`config.mk`:
```
export PLATFORM = sky130hd
export DESIGN_NAME = hcmd_reg
export DESIGN_NICKNAME = d
export VERILOG_FILES = /design/src/rtl/hcmd_pkg.sv /design/src/rtl/hcmd_field.sv /design/src/rtl/hcmd_gate.sv /design/src/rtl/hcmd_seq.sv /design/src/rtl/hcmd_reg.sv
export SDC_FILE = /design/constraint.sdc
export NUM_CORES = 1
export LEC_CHECK = 0
export BUFFER_PORTS_ARGS = -buffer_cell sky130_fd_sc_hd__clkbuf_2
export CAP_MARGIN = 20
export CORE_UTILIZATION = 40
export DETAILED_ROUTE_END_ITERATION = 7
export GPL_TIMING_DRIVEN = 0
export MAX_ROUTING_LAYER = met4
export PLACE_DENSITY = 0.86
export SYNTH_ARGS = -nofsm -noshare
export SYNTH_HDL_FRONTEND = slang
export SYNTH_SLANG_ARGS = --single-unit
```
`constraint.sdc`:
```
create_clock -name clk -period 1.5 [get_ports clk]
set_input_delay 0.15 -clock clk [delete_from_list [all_inputs] [get_ports clk]]
set_output_delay 0.15 -clock clk [all_outputs]
set_load 0.01 [all_outputs]
```
`src/rtl/hcmd_pkg.sv`:
```
package hcmd_pkg;
  localparam int LANE_CMD = 3;
  localparam int LANE_DIN = 2;
  localparam int HW_FLAG_BITS = 2;

  typedef enum logic [7:0] {
    CMD_NONE         = 8'd0,
    CMD_LOAD_FILE    = 8'd1,
    CMD_QUERY_SONG   = 8'd2,
    CMD_LOGIN        = 8'd3,
    CMD_SHARE_SONG   = 8'd4,
    CMD_LOGOUT       = 8'd5,
    CMD_PLAY_SONG    = 8'd6,
    CMD_QUERY_PLAYER = 8'd7,
    CMD_DIGITAL_OUT  = 8'd8
  } hcmd_code_e;
endpackage

```
`src/rtl/hcmd_field.sv`:
```
module hcmd_field #(
  parameter int W = 8
) (
  input  logic         clk,
  input  logic         rst_n,
  input  logic         we,
  input  logic [W-1:0] d,
  output logic [W-1:0] q
);
  always_ff @(posedge clk or negedge rst_n) begin
    if (!rst_n)  q <= '0;
    else if (we) q <= d;
  end
endmodule

```
`src/rtl/hcmd_gate.sv`:
```
module hcmd_gate #(
  parameter int BYTE_W   = 8,
  parameter int NUM_CMDS = 8
) (
  input  logic              wr_en,
  input  logic              strb_cmd,
  input  logic              strb_din,
  input  logic [BYTE_W-1:0] code,
  input  logic              busy,
  input  logic              lock,
  output logic              cmd_wr,
  output logic              din_wr,
  output logic              code_ok
);
  localparam logic [BYTE_W-1:0] MAX_CODE = BYTE_W'(NUM_CMDS);

  logic open_win;

  always_comb begin
    open_win = wr_en && !lock && !busy;
    cmd_wr   = open_win && strb_cmd;
    din_wr   = open_win && strb_din;
    code_ok  = (code != '0) && (code <= MAX_CODE);
  end
endmodule

```
`src/rtl/hcmd_seq.sv`:
```
module hcmd_seq (
  input  logic clk,
  input  logic rst_n,
  input  logic cmd_wr,
  input  logic code_ok,
  input  logic ack,
  input  logic lock,
  output logic accept,
  output logic busy,
  output logic err,
  output logic irq,
  output logic kick
);
  assign accept = cmd_wr && code_ok;
  assign irq    = busy && !lock;

  always_ff @(posedge clk or negedge rst_n) begin
    if (!rst_n) begin
      busy <= 1'b0;
      err  <= 1'b0;
      kick <= 1'b0;
    end else begin
      kick <= accept;
      if (accept) begin
        busy <= 1'b1;
        err  <= 1'b0;
      end else begin
        if (ack)    busy <= 1'b0;
        if (cmd_wr) err  <= 1'b1;
      end
    end
  end
endmodule

```
`src/rtl/hcmd_reg.sv`:
```
module hcmd_reg
  import hcmd_pkg::*;
#(
  parameter int BYTE_W   = 8,
  parameter int NUM_CMDS = 8,
  localparam int BUS_W   = 4 * BYTE_W,
  localparam int STS_W   = BYTE_W - HW_FLAG_BITS
) (
  input  logic              clk,
  input  logic              rst_n,
  input  logic              host_wr_en,
  input  logic [3:0]        host_wstrb,
  input  logic [BUS_W-1:0]  host_wdata,
  output logic [BUS_W-1:0]  host_rdata,
  output logic              emb_irq,
  output logic [BYTE_W-1:0] emb_cmd,
  output logic [BYTE_W-1:0] emb_data,
  input  logic              emb_ack,
  input  logic              emb_status_we,
  input  logic [STS_W-1:0]  emb_status,
  input  logic              emb_resp_we,
  input  logic [BYTE_W-1:0] emb_resp,
  input  logic              fault_lock,
  output logic              wdog_kick
);
  localparam int CMD_LSB = LANE_CMD * BYTE_W;
  localparam int DIN_LSB = LANE_DIN * BYTE_W;

  logic              cmd_wr, din_wr, code_ok, accept, busy, err;
  logic [STS_W-1:0]  sts_hi;
  logic [BYTE_W-1:0] resp_q;

  hcmd_gate #(.BYTE_W(BYTE_W), .NUM_CMDS(NUM_CMDS)) gate_i (
    .wr_en    (host_wr_en),
    .strb_cmd (host_wstrb[LANE_CMD]),
    .strb_din (host_wstrb[LANE_DIN]),
    .code     (host_wdata[CMD_LSB +: BYTE_W]),
    .busy     (busy),
    .lock     (fault_lock),
    .cmd_wr   (cmd_wr),
    .din_wr   (din_wr),
    .code_ok  (code_ok)
  );

  hcmd_seq seq_i (
    .clk     (clk),
    .rst_n   (rst_n),
    .cmd_wr  (cmd_wr),
    .code_ok (code_ok),
    .ack     (emb_ack),
    .lock    (fault_lock),
    .accept  (accept),
    .busy    (busy),
    .err     (err),
    .irq     (emb_irq),
    .kick    (wdog_kick)
  );

  hcmd_field #(.W(BYTE_W)) cmd_f (
    .clk(clk), .rst_n(rst_n), .we(accept),
    .d(host_wdata[CMD_LSB +: BYTE_W]), .q(emb_cmd));

  hcmd_field #(.W(BYTE_W)) din_f (
    .clk(clk), .rst_n(rst_n), .we(din_wr),
    .d(host_wdata[DIN_LSB +: BYTE_W]), .q(emb_data));

  hcmd_field #(.W(STS_W)) sts_f (
    .clk(clk), .rst_n(rst_n), .we(emb_status_we),
    .d(emb_status), .q(sts_hi));

  hcmd_field #(.W(BYTE_W)) rsp_f (
    .clk(clk), .rst_n(rst_n), .we(emb_resp_we),
    .d(emb_resp), .q(resp_q));

  assign host_rdata = {{(2*BYTE_W){1'b0}}, sts_hi, err, busy, resp_q};
endmodule

```
== Word level (Yosys, flattened, before mapping) ==
Cells that the tools add are included.

* Multiplexer cells: 4
* Reductions and logical operators: 12
* Order comparisons: 1

{| class="wikitable"
|+ Operator list
! kind !! count
|-
| 8-bit by 4-bit <= comparator with 1-bit output, second input constant || 1
|-
| 8-bit nonzero test || 1
|-
| 1-bit logical AND || 7
|-
| 1-bit two-way mux || 4
|-
| 2-bit nonzero test || 2
|-
| 1-bit zero test || 2
|}

* Bits in registers: 33
* Logic and storage cells: 24
* Bits of input ports: 57

== Longest topological paths before layout ==
* Depth in word-level cells: 6
* Depth in mapped cells: 4
* Gate-level depth less buffers: 3

== Hierarchy ==
From an unflattened synthesis, not the netlist that was laid out.

* Cells, all modules: 98
* Area, all modules: 1547.7 um^2

{| class="wikitable"
|+ Modules (own cells, without submodules)
! module !! cells an instance !! times used !! sequential area each (um^2) !! area an instance (um^2)
|-
| hcmd_field (cmd_f ...) || 17 || 3 || 200.2 || 331.6
|-
| hcmd_field (sts_f) || 13 || 1 || 150.1 || 251.5
|-
| hcmd_reg || 19 || 1 || 0.0 || 138.9
|-
| hcmd_seq || 9 || 1 || 75.1 || 115.1
|-
| hcmd_gate || 6 || 1 || 0.0 || 47.5
|}

== Worst setup path before layout ==
No wires, ideal clock.

* Kind: register to register
* Start: register seq_i.busy
* End: register din_f.q[0]
* Required time: 1.375 ns
* Setup time: 0.125 ns
* Path slack: 0.223 ns
* Stages on the path, launching flop included: 4
* Path buffers: 1
* Data arrival time: 1.152 ns
* Path through: dfrtp_1 -> and4bb_2 -> buf_2 -> mux2_2

* Word-level cells in the longest chain between the ends: 3

{| class="wikitable"
|+ Ends and longest elaborated chain
! item !! RTL line !! source
|-
| from (decl) || hcmd_seq.sv:9 || <nowiki>output logic busy,</nowiki>
|-
| from (signal assigned) || hcmd_seq.sv:19 || <nowiki>busy <= 1'b0;</nowiki>
|-
| from (signal assigned) || hcmd_seq.sv:25 || <nowiki>busy <= 1'b1;</nowiki>
|-
| from (signal assigned) || hcmd_seq.sv:28 || <nowiki>if (ack) busy <= 1'b0;</nowiki>
|-
| 1-bit zero test || hcmd_gate.sv:20 || <nowiki>open_win = wr_en && !lock && !busy;</nowiki>
|-
| 1-bit logical AND || hcmd_gate.sv:20 ||
|-
| 1-bit logical AND || hcmd_gate.sv:22 || <nowiki>din_wr = open_win && strb_din;</nowiki>
|-
| to (signal assigned) || hcmd_field.sv:11 || <nowiki>if (!rst_n) q <= '0;</nowiki>
|-
| to (signal assigned) || hcmd_field.sv:12 || <nowiki>else if (we) q <= d;</nowiki>
|-
| to (decl) || hcmd_field.sv:8 || <nowiki>output logic [W-1:0] q</nowiki>
|}

Every way passes these cells.
A chain may end at the register's enable or synchronous reset.

== Final worst setup path ==
* Start: register seq_i.busy
* End: register cmd_f.q[7]

* Word-level cells in the longest chain between the ends: 4

{| class="wikitable"
|+ Ends and longest elaborated chain
! item !! RTL line !! source
|-
| 1-bit zero test || hcmd_gate.sv:20 ||
|-
| 1-bit logical AND || hcmd_gate.sv:20 ||
|-
| 1-bit logical AND || hcmd_gate.sv:21 || <nowiki>cmd_wr = open_win && strb_cmd;</nowiki>
|-
| 1-bit logical AND || hcmd_seq.sv:14 || <nowiki>assign accept = cmd_wr && code_ok;</nowiki>
|-
| to (signal assigned) || hcmd_field.sv:11 ||
|-
| to (signal assigned) || hcmd_field.sv:12 ||
|-
| to (decl) || hcmd_field.sv:8 ||
|}

Every way passes these cells.

==> results.md <==
* CP delay by family, top: simple AND/OR/NAND/NOR gates
* Cell count after placement at 236
* # diodes at 0
* Die Width at 62.4 um
* Initial antenna violation count at 0
* DP Worst Slack at just under 0.1 ns
* Worst EP required at 1.71 ns
* Row cnt at 21
* Setup TNS Final at 0 ns
* Worst Path Buf+Inv at 1
* DRT Pass-1 Iters at 4
* Post-Synth Simple-Gate Area at 0.0985
* Area grow syn2layout at 36.2%
* Combinational share of power at 0.226
* Final Max Tran Viols at 0
* Critical R2R Capture: cmd_f.q[7]
* Leak Pwr at between 1 and 1.5 nW
* Area leader, netlist: dfrtp_1
* Total chip power at roughly 2 mW
* CP startpoint kind: flop
* Tcrit/Tclk final at 0.928
* Slew @ Worst Pin at 0.804 ns
* Crit-path max FO at 8
* Switching Share at 0.271
* CP max stage cell: dfrtp_1
* Worst hold start: emb_ack
* Seq/Total Area, Yosys at 0.566
* Area contributors post-synth: dfrtp_1 57%, mux2_2 17%, buf_4 9.3%, a32oi_1 1.8%, o2bb2ai_1 1.8%
* Max stage delay on crit path at about 0.41 ns
* Final setup vio count at 0
* Post-synthesis register bit count at 33
* Fin cells at between 200 and 250
* First-pass GRT wire length at a little under 5 mm
* Worst r2r src: seq_i.busy
* Switching power of the nets at approximately 0.55 mW
* Tightest Hold Check Type: input pin to flop
* Xor and xnor area share after synthesis at 0
* Mux cell area share after synthesis at 0.170
* Layout Nets at 255
* Die Y at between 60 and 70 um
* R2r setup slk at 0.11 ns
* Detailed-route via count at ~1100
* Total track usage at 0.161
* RSZ-0062 raised after global routing: false
* Critical Path Sink Type: flop
* Final hold violations at 0
* Drt total wl at 2.74 mm
* Routability congestion estimate at 0.743
* Complex-gate fraction of the synthesized area at 0.0540
* Initial Util at 0.427
* CTS Buf Count at 5
* Count of cell types in the netlist at 24
* CTS tree: done
* Worst-path cell chain: and4bb_2, clkbuf_2, nand4_4, and2_1
* Drt first-iter violations at 23
* Antenna viol nets, final at 0
* Mapped cell area at roughly 0.0015 mm2
* H-tree depth at 2
* Max-cap viol count at 0
* Share of layout cells above drive strength 1 at 0.626
* CP arrival at 1.60 ns
* DR vias/cell at roughly 4.5
* Commonest cells after routing, fill and taps aside: 71 x clkbuf_2, 33 x dfrtp_1, 22 x mux2_2, 18 x buf_4, 16 x conb_1
* Setup CP Type: flop to flop
* Hold EP: seq_i.busy
* CTS sink count at 33
* VDD IR max at a little over 700 uV
* Fillers at 314
* CTS Root Buffer Type: clkbuf_4
* Largest family of logic cells by synthesized area: multiplexers
* Grt total ovfl at 0
* Longest Clk Path Bufs at 2
* DRC at 0
* Worst setup margin at 0.107 ns
* Max Freq at roughly 0.7 GHz
* Post-synthesis instance total at ~110
* Io pins at about 110
* PD cells at 1010 mW/mm2
* Status: finished, final reports clean
* Clk_lat worst skew at 0.31 ns
* Crit path time final at ~1.4 ns
* Die area at ~0.0039 mm2
* Worst slew margin at 0.464
* Leading cell type in the layout, fill and taps excluded: clkbuf_2
* Top cell type's share of synthesized area at 0.566
* Final core occ at 0.582
* Synth Area in Adders at 0
* Largest net degree at the start of global routing at 34
* Clock power frac at 0.240
* Syn_area_per_cell at ~14 um2
* R2R cell count at 4
* Sequential Power Share at 0.535
* Vias in the first global route at 1137
* CTS clock-pin slew for the worst setup and hold paths at approximately 0.090 ns
* IO buf count at 70
* Synth Warn # at 0
* DR WL/cell at roughly 11 um
* Number of post-CTS setup repair buffers at 0
* Skew final at roughly 0.0043 ns
* Hold Path Depth at 2
* Core area at between 0.003 and 0.004 mm2
* Power Internal at approximately 1.5 mW
==> worst max path at each step <==
stage,startpoint,to,cells after the start
after floorplan,seq_i.busy,din_f.q[0],3
after global routing,seq_i.busy,cmd_f.q[6],4
final,seq_i.busy,cmd_f.q[7],4
after global placement,seq_i.busy,cmd_f.q[6],4
after detailed placement,seq_i.busy,cmd_f.q[7],4
after CTS,seq_i.busy,cmd_f.q[7],4
==> power by group through the flow <==
stage,Clock [mW],Sequential [mW],Combinational (mW)
6_report,0.483,1.08,0.455
3_3_place_gp,0,1.09,0.448
4_1_cts,0.512,1.08,0.462
5_1_grt,0.548,1.10,0.498
3_5_place_dp,0,1.10,0.457
2_1_floorplan,0,1.15,0.188
==> cells by family after synthesis <==
group,Yosys count
AND/OR/NAND/NOR,15
flip-flops,33
other,1
AO/OA/AOI/OAI,10
buffers and inverters,24
multiplexers,22
==> state kept, by name, indices dropped and copies added, names as in the netlist <==
register,count
sts_f.q,6
rsp_f.q,8
seq_i.kick,1
seq_i.err,1
din_f.q,8
cmd_f.q,8
seq_i.busy,1
==> cells in the mapped netlist <==
cell and count:
a31oi_1 1, a32oi_1 3, and2_1 4, and4bb_1 1, and4bb_2 2, buf_2 1, buf_4 18, clkbuf_1 2
clkbuf_2 1, conb_1 1, dfrtp_1 33, inv_1 2, mux2_2 22, nand3_1 1, nand4_4 1, nor2_1 2
nor3_1 1, nor3_2 1, nor4_4 1, o21a_1 1, o21ai_0 1, o2bb2ai_1 3, o31ai_1 1, or4_4 1
==> worst register-to-register path, stage by stage (launching register included) <==
cell      delay, ns
dfrtp_1        0.41
and4bb_2       0.29
clkbuf_2       0.21
nand4_4        0.17
and2_1         0.22
==> routing by layer <==
layer	track usage	routed length (um)
met1	0.189	1150
met2	0.266	1360
met3	0.0347	202
met4	0.0698	29
met5	-	0
==> what timing repair did <==
action | CTS | global route
gates resized for setup | 0 | 0
hold buffers | 1 | 0
hold endpoints to repair | 33 | 0
==> through the flow <==
| stage | area, um2 | hold WS, ns |
|---|---|---|
| after floorplan | 1520 | -0.146 |
| after global placement | 1920 | 0.277 |
| after detailed placement | 1920 | 0.277 |
| after CTS | 1990 | 0.00316 |
| after global routing | 1990 | 0.00864 |
| final | 1990 | 0.0175 |
==> area by class of cell <==
cell class                      instances  area, um2  share of cell area
Buffer                                 22        153              0.0767
Clock buffer                            7       55.1              0.0277
Inverter                                2       7.51             0.00377
Multi-Input combinational cell         63        531               0.267
Sequential cell                        33        826               0.415
Tap cell                               46       57.6              0.0289
Timing Repair Buffer                   71        360               0.181
Power figures use the tool's default switching activity.
